==> src/rtl/wdog_pkg.sv <==
package wdog_pkg;

   localparam int REG_W = 32;

   // control word bit positions
   localparam int B_KICK    = 0;
   localparam int B_RST_EN  = 1;
   localparam int B_RFLAG   = 2;
   localparam int B_IFLAG   = 3;
   localparam int B_IVAL_LO = 4;
   localparam int B_IRQ_EN  = 6;
   localparam int B_RUN     = 7;
   localparam int B_DIV_LO  = 10;

   typedef enum logic [1:0] {
      PH_COUNT = 2'd0,
      PH_WARN  = 2'd1,
      PH_BITE  = 2'd2,
      PH_HALT  = 2'd3
   } phase_t;

   typedef struct packed {
      logic [1:0] div_sel;
      logic       run;
      logic       irq_en;
      logic [1:0] ival_sel;
      logic       rst_en;
   } wcfg_t;

endpackage

==> src/rtl/wdog_regs.sv <==
module wdog_regs
   import wdog_pkg::*;
#(
   parameter int ADDR_W   = 8,
   parameter int REG_ADDR = 32,
   parameter bit HAS_IRQ  = 1'b1
) (
   input  logic              clk,
   input  logic              rst_n,
   input  logic              req_valid,
   input  logic              req_write,
   input  logic [ADDR_W-1:0] req_addr,
   input  logic [REG_W-1:0]  req_wdata,
   output logic [REG_W-1:0]  rsp_rdata,
   output wcfg_t             cfg_o,
   output logic              iflag_o,
   output logic              rflag_o,
   output logic              kick_o,
   input  logic              expire_i,
   input  logic              bite_start_i,
   input  logic              bite_done_i
);

   if (ADDR_W < 1 || ADDR_W > 32) begin : g_chk_addr
      $error("wdog_regs: ADDR_W out of range");
   end

   logic hit, wr, rd;
   logic run_q, rst_en_q, ie_q, iflag_q, rflag_q;
   logic [1:0] div_q, ival_q;
   logic [REG_W-1:0] word;
   logic unused_wdata;

   assign hit    = (req_addr == ADDR_W'(REG_ADDR));
   assign wr     = req_valid && req_write && hit;
   assign rd     = req_valid && !req_write && hit;
   assign kick_o = wr && req_wdata[B_KICK];
   assign unused_wdata = ^{req_wdata[REG_W-1:B_DIV_LO+2], req_wdata[B_DIV_LO-1:B_RUN+1]};

   always_ff @(posedge clk or negedge rst_n) begin
      if (!rst_n) begin
         div_q    <= 2'b00;
         ival_q   <= 2'b00;
         rst_en_q <= 1'b0;
      end else if (wr) begin
         div_q    <= req_wdata[B_DIV_LO +: 2];
         ival_q   <= req_wdata[B_IVAL_LO +: 2];
         rst_en_q <= req_wdata[B_RST_EN];
      end
   end

   always_ff @(posedge clk or negedge rst_n) begin
      if (!rst_n)           run_q <= 1'b0;
      else if (bite_done_i) run_q <= 1'b0;
      else if (wr)          run_q <= req_wdata[B_RUN];
   end

   if (HAS_IRQ) begin : g_ie
      always_ff @(posedge clk or negedge rst_n) begin
         if (!rst_n)  ie_q <= 1'b0;
         else if (wr) ie_q <= req_wdata[B_IRQ_EN];
      end
   end else begin : g_no_ie
      assign ie_q = 1'b0;
   end

   // write-1-to-clear flags; a hardware set wins over a clear in the same cycle
   always_ff @(posedge clk or negedge rst_n) begin
      if (!rst_n) begin
         iflag_q <= 1'b0;
         rflag_q <= 1'b0;
      end else begin
         if (expire_i)                         iflag_q <= 1'b1;
         else if (wr && req_wdata[B_IFLAG])    iflag_q <= 1'b0;
         if (bite_start_i)                     rflag_q <= 1'b1;
         else if (wr && req_wdata[B_RFLAG])    rflag_q <= 1'b0;
      end
   end

   always_comb begin
      word                  = '0;
      word[B_DIV_LO +: 2]   = div_q;
      word[B_RUN]           = run_q;
      word[B_IRQ_EN]        = ie_q;
      word[B_IVAL_LO +: 2]  = ival_q;
      word[B_IFLAG]         = iflag_q;
      word[B_RFLAG]         = rflag_q;
      word[B_RST_EN]        = rst_en_q;
      rsp_rdata             = rd ? word : '0;
   end

   assign cfg_o = '{div_sel: div_q, run: run_q, irq_en: ie_q, ival_sel: ival_q, rst_en: rst_en_q};
   assign iflag_o = iflag_q;
   assign rflag_o = rflag_q;

   // an expiry always leaves the warning flag set
   a_r5_flag_on_expire: assert property (@(posedge clk) disable iff (!rst_n)
      expire_i |=> iflag_q);

   // the reset flag only falls after a write of 1 to its bit
   a_r9_rflag_w1c: assert property (@(posedge clk) disable iff (!rst_n)
      $fell(rflag_q) |-> $past(wr && req_wdata[B_RFLAG]));

endmodule

==> src/rtl/wdog_prescale.sv <==
module wdog_prescale #(
   parameter int BASE_DIV = 64,
   parameter int STEP01   = 32
) (
   input  logic       clk,
   input  logic       rst_n,
   input  logic       clr_i,
   input  logic [1:0] div_sel_i,
   output logic       base_tick_o,
   output logic       tick_o
);

   localparam int MAXR = 256 * STEP01;
   localparam int DW   = $clog2(MAXR + 1);

   if (BASE_DIV < 1) begin : g_chk_base
      $error("wdog_prescale: BASE_DIV must be at least 1");
   end
   if (STEP01 < 1) begin : g_chk_step
      $error("wdog_prescale: STEP01 must be at least 1");
   end

   // base prescaler: a divide-by-one build needs no counter at all
   if (BASE_DIV == 1) begin : g_nodiv
      assign base_tick_o = !clr_i;
   end else begin : g_div
      localparam int BW = $clog2(BASE_DIV);
      logic [BW-1:0] bcnt_q;

      always_ff @(posedge clk or negedge rst_n) begin
         if (!rst_n)                            bcnt_q <= '0;
         else if (clr_i)                        bcnt_q <= '0;
         else if (bcnt_q == BW'(BASE_DIV - 1))  bcnt_q <= '0;
         else                                   bcnt_q <= bcnt_q + 1'b1;
      end

      assign base_tick_o = !clr_i && (bcnt_q == BW'(BASE_DIV - 1));

      // a clear always leaves the base counter at zero
      a_r3_base_cleared: assert property (@(posedge clk) disable iff (!rst_n)
         clr_i |=> (bcnt_q == '0));
   end

   logic [DW-1:0] ratio, dcnt_q;
   logic [DW:0]   dnext;
   logic          dwrap;

   always_comb begin
      unique case (div_sel_i)
         2'd0:    ratio = DW'(1);
         2'd1:    ratio = DW'(STEP01);
         2'd2:    ratio = DW'(8 * STEP01);
         default: ratio = DW'(256 * STEP01);
      endcase
   end

   assign dnext = {1'b0, dcnt_q} + 1'b1;
   assign dwrap = (dnext >= {1'b0, ratio});

   always_ff @(posedge clk or negedge rst_n) begin
      if (!rst_n)            dcnt_q <= '0;
      else if (clr_i)        dcnt_q <= '0;
      else if (base_tick_o)  dcnt_q <= dwrap ? '0 : dnext[DW-1:0];
   end

   assign tick_o = base_tick_o && dwrap;

endmodule

==> src/rtl/wdog_seq.sv <==
module wdog_seq
   import wdog_pkg::*;
#(
   parameter int INTERVAL_BASE = 1024,
   parameter int RST_DELAY     = 1024,
   parameter int RST_HOLD      = 16
) (
   input  logic       clk,
   input  logic       rst_n,
   input  logic       clr_i,
   input  logic       base_tick_i,
   input  logic       tick_i,
   input  logic [1:0] ival_sel_i,
   input  logic       rst_en_i,
   input  logic       run_i,
   output logic       expire_o,
   output logic       bite_start_o,
   output logic       bite_done_o,
   output logic       sys_rst_o
);

   localparam int IMAX = INTERVAL_BASE * 64;
   localparam int IW   = $clog2(IMAX + 1);
   localparam int DLW  = $clog2(RST_DELAY + 1);
   localparam int HW   = $clog2(RST_HOLD + 1);

   if (INTERVAL_BASE < 1) begin : g_chk_ib
      $error("wdog_seq: INTERVAL_BASE must be at least 1");
   end
   if (RST_DELAY < 1 || RST_HOLD < 1) begin : g_chk_rst
      $error("wdog_seq: RST_DELAY and RST_HOLD must be at least 1");
   end

   phase_t         ph_q;
   logic [IW-1:0]  icnt_q, lim;
   logic [DLW-1:0] dly_q;
   logic [HW-1:0]  hcnt_q;
   logic [IW:0]    inext;
   logic [DLW:0]   dnext;
   logic [HW:0]    hnext;
   logic           iwrap, dwrap, hwrap;

   assign lim   = IW'(INTERVAL_BASE) << {ival_sel_i, 1'b0};
   assign inext = {1'b0, icnt_q} + 1'b1;
   assign dnext = {1'b0, dly_q} + 1'b1;
   assign hnext = {1'b0, hcnt_q} + 1'b1;
   // greater-or-equal so that a limit lowered mid-count still expires
   assign iwrap = (inext >= {1'b0, lim});
   assign dwrap = (dnext >= (DLW+1)'(RST_DELAY));
   assign hwrap = (hnext >= (HW+1)'(RST_HOLD));

   assign expire_o     = !clr_i && (ph_q == PH_COUNT) && tick_i && iwrap;
   assign bite_start_o = !clr_i && (ph_q == PH_WARN) && base_tick_i && dwrap && rst_en_i;
   assign bite_done_o  = !clr_i && (ph_q == PH_BITE) && hwrap;
   assign sys_rst_o    = (ph_q == PH_BITE) && run_i;

   always_ff @(posedge clk or negedge rst_n) begin
      if (!rst_n) begin
         ph_q   <= PH_COUNT;
         icnt_q <= '0;
         dly_q  <= '0;
         hcnt_q <= '0;
      end else if (clr_i) begin
         ph_q   <= PH_COUNT;
         icnt_q <= '0;
         dly_q  <= '0;
         hcnt_q <= '0;
      end else begin
         unique case (ph_q)
            PH_COUNT: if (tick_i) begin
               if (iwrap) begin
                  icnt_q <= '0;
                  dly_q  <= '0;
                  ph_q   <= PH_WARN;
               end else begin
                  icnt_q <= inext[IW-1:0];
               end
            end
            PH_WARN: if (base_tick_i) begin
               if (dwrap) begin
                  hcnt_q <= '0;
                  ph_q   <= rst_en_i ? PH_BITE : PH_HALT;
               end else begin
                  dly_q <= dnext[DLW-1:0];
               end
            end
            PH_BITE: begin
               if (hwrap) ph_q   <= PH_HALT;
               else       hcnt_q <= hnext[HW-1:0];
            end
            default: ;
         endcase
      end
   end

   // a restart or disable returns the sequence to a zero count
   a_r3_restart_zero: assert property (@(posedge clk) disable iff (!rst_n)
      clr_i |=> (ph_q == PH_COUNT && icnt_q == '0));

   // the reset phase is entered only with reset enable set
   a_r7_bite_needs_enable: assert property (@(posedge clk) disable iff (!rst_n)
      $rose(ph_q == PH_BITE) |-> $past(rst_en_i));

   // the pulse counter never passes the hold length
   a_r6_hold_bound: assert property (@(posedge clk) disable iff (!rst_n)
      hcnt_q < HW'(RST_HOLD));

   // a pulse that ends on its own goes to the halted phase
   a_r6_halt_after_bite: assert property (@(posedge clk) disable iff (!rst_n)
      ($fell(ph_q == PH_BITE) && $past(!clr_i)) |-> (ph_q == PH_HALT));

endmodule

==> src/rtl/wdog_core.sv <==
module wdog_core
   import wdog_pkg::*;
#(
   parameter int ADDR_W        = 8,
   parameter int REG_ADDR      = 32,
   parameter int BASE_DIV      = 64,
   parameter int STEP01        = 32,
   parameter int INTERVAL_BASE = 1024,
   parameter int RST_DELAY     = 1024,
   parameter int RST_HOLD      = 16,
   parameter bit HAS_IRQ       = 1'b1
) (
   input  logic              clk,
   input  logic              rst_n,
   input  logic              req_valid,
   input  logic              req_write,
   input  logic [ADDR_W-1:0] req_addr,
   input  logic [31:0]       req_wdata,
   output logic [31:0]       rsp_rdata,
   output logic              irq_o,
   output logic              sys_rst_o
);

   wcfg_t cfg;
   logic  iflag, rflag, kick, clr;
   logic  base_tick, tick, expire, bite_start, bite_done;

   wdog_regs #(
      .ADDR_W   (ADDR_W),
      .REG_ADDR (REG_ADDR),
      .HAS_IRQ  (HAS_IRQ)
   ) u_regs (
      .clk          (clk),
      .rst_n        (rst_n),
      .req_valid    (req_valid),
      .req_write    (req_write),
      .req_addr     (req_addr),
      .req_wdata    (req_wdata),
      .rsp_rdata    (rsp_rdata),
      .cfg_o        (cfg),
      .iflag_o      (iflag),
      .rflag_o      (rflag),
      .kick_o       (kick),
      .expire_i     (expire),
      .bite_start_i (bite_start),
      .bite_done_i  (bite_done)
   );

   assign clr = kick || !cfg.run;

   wdog_prescale #(
      .BASE_DIV (BASE_DIV),
      .STEP01   (STEP01)
   ) u_pre (
      .clk         (clk),
      .rst_n       (rst_n),
      .clr_i       (clr),
      .div_sel_i   (cfg.div_sel),
      .base_tick_o (base_tick),
      .tick_o      (tick)
   );

   wdog_seq #(
      .INTERVAL_BASE (INTERVAL_BASE),
      .RST_DELAY     (RST_DELAY),
      .RST_HOLD      (RST_HOLD)
   ) u_seq (
      .clk          (clk),
      .rst_n        (rst_n),
      .clr_i        (clr),
      .base_tick_i  (base_tick),
      .tick_i       (tick),
      .ival_sel_i   (cfg.ival_sel),
      .rst_en_i     (cfg.rst_en),
      .run_i        (cfg.run),
      .expire_o     (expire),
      .bite_start_o (bite_start),
      .bite_done_o  (bite_done),
      .sys_rst_o    (sys_rst_o)
   );

   if (HAS_IRQ) begin : g_irq
      assign irq_o = iflag && cfg.irq_en && cfg.run;
   end else begin : g_no_irq
      assign irq_o = 1'b0;
   end

   // the reset flag is already set on the first cycle of a reset pulse
   a_r6_flag_with_pulse: assert property (@(posedge clk) disable iff (!rst_n)
      $rose(sys_rst_o) |-> rflag);

endmodule

==> config.mk <==
export PLATFORM = sky130hd
export DESIGN_NAME = wdog_core
export DESIGN_NICKNAME = d
export VERILOG_FILES = /design/src/rtl/wdog_pkg.sv /design/src/rtl/wdog_regs.sv /design/src/rtl/wdog_prescale.sv /design/src/rtl/wdog_seq.sv /design/src/rtl/wdog_core.sv
export SDC_FILE = /design/constraint.sdc
export NUM_CORES = 1
export LEC_CHECK = 0
export ABC_AREA = 1
export BUFFER_PORTS_ARGS = -buffer_cell sky130_fd_sc_hd__buf_2
export CORE_ASPECT_RATIO = 0.6
export CORE_UTILIZATION = 55
export DETAILED_ROUTE_END_ITERATION = 10
export GPL_TIMING_DRIVEN = 0
export PLACE_DENSITY_LB_ADDON = 0.05
export SLEW_MARGIN = 30
export SYNTH_ARGS = -nofsm -noshare
export SYNTH_HDL_FRONTEND = slang
export SYNTH_SLANG_ARGS = --single-unit
==> constraint.sdc <==
create_clock -name clk -period 5.5 [get_ports clk]
set_input_delay 1.1 -clock clk [delete_from_list [all_inputs] [get_ports clk]]
set_output_delay 1.1 -clock clk [all_outputs]
set_load 0.02 [all_outputs]
Yosys cells after proc, flatten, opt, wreduce, memory -nomap -nowiden --
Cells that the tools add are included.
Operators by class: multipliers 0, shift operators 1, $add $sub $neg 5, eq/ne operators 13, $lt $le $gt $ge 4, div/mod/pow operators 0, bitwise gates (word level) 0, mux-type cells 36, reductions and logical operators 40
Operators by type and width (count):
- 2-to-1 mux 17 bit | 4
- 2-to-1 mux 11 bit | 5
- 2-to-1 mux 14 bit | 3
- one-hot mux 14 bit (3 select lines) | 1
- one-hot mux 11 bit (2 select lines) | 1
- logical AND 1 bit | 21
- 2-to-1 mux 5 bit | 4
- adder 17 x 1 -> 18 bit, second input constant | 1
- >= comparator 18 x 17 -> 1 bit | 1
- left shift 11 x 3 -> 17 bit, first input constant | 1
- adder 14 x 1 -> 15 bit, second input constant | 1
- >= comparator 15 x 14 -> 1 bit | 1
- adder 11 x 1 -> 12 bit, second input constant | 1
- >= comparator 12 x 11 -> 1 bit, second input constant | 1
- 2-to-1 mux 12 bit | 1
- 2-to-1 mux 2 bit | 6
- 2-to-1 mux 6 bit | 2
- inequality test 3 x 1 -> 1 bit, second input constant | 4
- nonzero test 2 bit | 6
- one-hot mux 5 bit (2 select lines) | 1
- inequality test 3 x 2 -> 1 bit, second input constant | 3
- equality test 8 x 6 -> 1 bit, second input constant | 1
- 2-to-1 mux 1 bit | 7
- adder 5 x 1 -> 6 bit, second input constant | 1
- 15 further kinds | 21
Word-level totals: flip-flop bits (word level) 64, memories 0, word-level logic and storage cells 112, bits in writable memories 0, bits in read-only memories 0, bits in latches 0, input bits 44

Longest topological paths before layout --
depth in word-level cells 10, mapped depth 20, gate-level depth less buffers 20

Cells and area by module --
Synthesis repeated with hierarchy kept, for this count alone.
Second synthesis, totals: cell total of the unflattened synthesis 715, area, all modules 5041.1 sq um
By module, submodules not included:
- wdog_seq | cells an instance 341, times used 1, area an instance 2519.9 sq um, seq. area each 875.8 sq um
- wdog_prescale | cells an instance 266, times used 1, area an instance 1739.2 sq um, seq. area each 500.5 sq um
- wdog_regs | cells an instance 103, times used 1, area an instance 760.7 sq um, seq. area each 225.2 sq um
- wdog_core | cells an instance 5, times used 1, area an instance 21.3 sq um, seq. area each 0.0 sq um

Least setup slack after synthesis --
Ideal clock, no wire load.
kind input -> output, start point in req_addr[7], end point out rsp_rdata[10], buffers on the path 0, setup slack 2.496 ns, required time 4.400 ns, arrival time 1.904 ns, stages 3, path through nor3b_1 > nand3b_1 > nor2_1
On the way: word-level cells in the longest chain between the ends 3
RTL lines:
- start: declaration | RTL line wdog_core.sv:17 | input logic [ADDR_W-1:0] req_addr,
- equality test 8 x 6 -> 1 bit | RTL line wdog_regs.sv:34 | assign hit = (req_addr == ADDR_W'(REG_ADDR));
- logical AND 1 bit | RTL line wdog_regs.sv:36 | assign rd = req_valid && !req_write && hit;
- 2-to-1 mux 12 bit | RTL line wdog_regs.sv:89 | rsp_rdata = rd ? word : '0;
- end: declaration | RTL line wdog_core.sv:19 | output logic [31:0] rsp_rdata,
Every way passes these cells.

Worst setup path after layout --
start point in req_addr[4], end point out rsp_rdata[2]
Same word-level chain as after synthesis.

==> key figures <==
Drt
  – # DRC: 0
  – 1st-pass router iterations: 5
  – DR vias: 3,950
  – Initial DRC Count: 238
  – Final WL: 10,100 um
  – Drt wl/cell: 12.9 um
  – DRT antenna net count: 0
  – Vias/cell: 5.03

Timing
  – Final worst slack: 2.19 ns
  – Min Hold Slack: 0.458 ns
  – Max Fclk: 302 MHz
  – Rel. slew slack: 0.593
  – Hold Vio Cnt, Final: 0
  – Unrepaired setup endpoints after global routing: no
  – Slew Viols, Final: 0
  – Clock Skews: 0.00241 ns
  – Min cycle time layout: 3.31 ns
  – Final setup fails: 0
  – Least-Margin Pin Slew: 0.608 ns
  – Final period util: 0.602
  – Final setup TNS: 0 ns

Layout
  – Fraction of layout cells with a size suffix above 1: 0.196
  – Nets: 735
  – Ant. Diodes: 0
  – Synth-to-Final Area Change: 16.1%
  – Post-Route Utilization: 0.659

Status
  – Outcome: finished clean

Setup path
  – Critical Path Fanout Max: 9
  – CP max-delay cell: nand3b_1
  – Setup Crit Path Kind: input port to primary output
  – Critical R2R Launch: u_seq.icnt_q[1]$_DFFE_PN0P_
  – Path depth of the worst reg2reg path: 19
  – CP max stage delay: 0.32 ns
  – Setup crit start: req_addr[4]
  – Critical path data required time: 4.40 ns
  – Flop2flop setup slack: 2.20 ns
  – Worst Path Buf+Inv: 3
  – RR Endpoint: u_seq.dly_q[9]$_DFFE_PN0P_
  – Worst Path Arrival: 2.21 ns
  – Crit-path cells: buf_2 -> inv_1 -> nand4_1 -> nor2_1 -> nand3b_1 -> nor2_1 -> buf_2
  – Setup crit end: rsp_rdata[2]
  – Cell family with most CP delay: simple AND/OR/NAND/NOR gates
  – CP Launch Type: input port
  – Worst path depth: 7
  – Worst Setup End Kind: primary output

Die
  – I/O pin total: 78
  – Initial core utilization: 0.567
  – Die area: 8510 um2
  – Die X: 118 um
  – Core area: 7880 um2
  – FP Rows: 25
  – Die Height: 71.8 um

Clock network
  – H-tree levels: 3
  – Num CTS Buffers: 9
  – Clk sinks: 64
  – Clk_lat worst skew: 0.34 ns
  – Postcts setup bufs: 0
  – Clk buf depth: 2
  – Hold_buf cts: 0
  – Post-cts resize count: 0
  – CTS tree: built
  – Root Driver: clkbuf_16
  – Reg clk slew, reported paths: 0.05 ns

Synth
  – Mapped Avg Cell Area: 7.37 um2
  – Flops & latches, synth: 64
  – Count leader, synth: nand2_1
  – Asr flop ratio synth: 1.00
  – Area leader, netlist: dfrtp_1
  – Synth Flop Type: dfrtp_1
  – Synth top cells by count: nand2_1, inv_1, nor2_1
  – Ys Warns: 0
  – Yosys top cell area share: 0.358
  – Top area cells in the synthesized netlist: dfrtp_1, nand2_1, inv_1
  – Post-synth EDFFs: 0
  – Post-synthesis cell count: 607
  – Post-synth cell types: 39
  – Post-Syn Area: 4470 um2
  – Sequential share of the synthesized area: 0.358

Power and ir drop
  – VDD IR max: 346 uV
  – Power per Cell Area: 307 nW/um2
  – Static leakage: 2.66 nW

GRT
  – Largest net degree at the start of global routing: 40
  – Tot GR Track Use: 0.258
  – First-pass GRT wire length: 17,000 um
  – Initial antenna violation count: 0
  – Vias in the first global route: 3,559
  – Overflow after GRT: 0

Placement
  – GPL Wtd Cong: 0.852
  – Post-Place Setup Slack: 2.19 ns
  – Port Buffers: 32
  – DP HPWL: 7670 um

Worst hold path
  – Worst Hold Class: register to register
  – Hold Path Cell Cnt: 1

Flow run
  – MaxCap Viol Count: 0
## where the power goes
part | leakage [nW] | switching (W) | internal (W)
Clock | 0.159 | 0.000205 | 0.000399
Combinational | 1.63 | 0.000287 | 0.000149
Sequential | 0.870 | 0.0000349 | 0.000518
Total | 2.66 | 0.000526 | 0.00107
## worst min path at each step
stage,start,to,slack (ns)
after floorplan,u_pre.g_div.bcnt_q[0]$_DFF_PN0_,u_pre.g_div.bcnt_q[0]$_DFF_PN0_,0.43
after global placement,u_pre.g_div.bcnt_q[0]$_DFF_PN0_,u_pre.g_div.bcnt_q[0]$_DFF_PN0_,0.45
after detailed placement,u_pre.g_div.bcnt_q[0]$_DFF_PN0_,u_pre.g_div.bcnt_q[0]$_DFF_PN0_,0.45
after CTS,u_pre.g_div.bcnt_q[0]$_DFF_PN0_,u_pre.g_div.bcnt_q[0]$_DFF_PN0_,0.46
after global routing,u_pre.g_div.bcnt_q[0]$_DFF_PN0_,u_pre.g_div.bcnt_q[0]$_DFF_PN0_,0.47
final,u_pre.g_div.bcnt_q[0]$_DFF_PN0_,u_pre.g_div.bcnt_q[0]$_DFF_PN0_,0.46
## layer usage
| layer | track usage | wire length (um) | vias up |
|---|---|---|---|
| li1 | - | - | 2010 |
| met1 | 0.363 | 5030 | 1821 |
| met2 | 0.404 | 4450 | 109 |
| met3 | 0.0510 | 566 | 10 |
| met4 | 0.0802 | 93 | 0 |
| met5 | 0 | 0 | - |
## flip-flops by register name, indices dropped and copies added, names as in the netlist
| name | count |
|---|---|
| u_pre.dcnt_q | 14 |
| u_pre.g_div.bcnt_q | 6 |
| u_regs.ie_q | 1 |
| u_regs.rflag_o | 1 |
| u_regs.rst_en_q | 1 |
| u_regs.ival_q | 2 |
| u_seq.hcnt_q | 5 |
| u_regs.iflag_o | 1 |
| u_seq.dly_q | 11 |
| u_seq.ph_q | 2 |
| u_seq.icnt_q | 17 |
| u_regs.run_q | 1 |
| u_regs.div_q | 2 |
## area by class of cell
type | instances | area, um2
clock inverters | 2 | 35.0
well taps | 108 | 135
plain buffers | 30 | 228
clock buffers | 14 | 284
flip-flops and latches | 64 | 1600
multi-input cells | 448 | 2400
fillers | 666 | 2690
inverters | 87 | 327
repair buffers | 33 | 183
## metrics by stage
stage | total power, W | area [um2] | instances
floorplan | 0.000884 | 4550 | 629
global placement | 0.000974 | 4850 | 769
detailed placement | 0.000994 | 4870 | 770
CTS | 0.00160 | 5190 | 786
global route | 0.00168 | 5190 | 786
finish | 0.00159 | 5190 | 786
## worst reg2reg max path: cells and delay by family (launching register included)
kind,cells,cell delay (ns)
simple gates,15,2.00
fa+ha+maj,2,0.54
flops,1,0.41
xor+xnor,1,0.19
buf+inv,1,0.04
## cell families (layout without fill, tap and decap cells)
kind of cell / count (synthesis) / after routing / share of synthesized area
other: 1 / 23 / 0.000839
AOI/OAI and AO/OA: 53 / 53 / 0.0688
muxes: 6 / 6 / 0.0151
xor gates and xnor gates: 21 / 21 / 0.0411
buffers and inverters: 117 / 166 / 0.124
and+or+nand+nor: 327 / 327 / 0.342
DFF: 64 / 64 / 0.358
adders and majority gates: 18 / 18 / 0.0504
## cells in the final DEF, fill, tap and decap left out, types with 2 or more instances in the layout
cell         n
nor2_2       2
inv_2        7
nor3_1       8
mux2_2       6
nand2_4      2
clkbuf_8     4
o21ai_2      7
nand2_1    146
nand4_1     14
nand2_2     19
nor2_4       5
dfrtp_1     64
clkbuf_16    9
nand3_2      3
o22ai_1     10
xor2_1      17
conb_1      23
buf_2       33
o21ai_1      4
or2_2        2
a21oi_1     12
nor2_1      70
nor3b_1      4
o21ai_0     18
nand3_1     45
inv_1       80
xnor2_1      4
clkbuf_1     2
ha_1        18
buf_4       26
(Power assumes the default switching activity.)
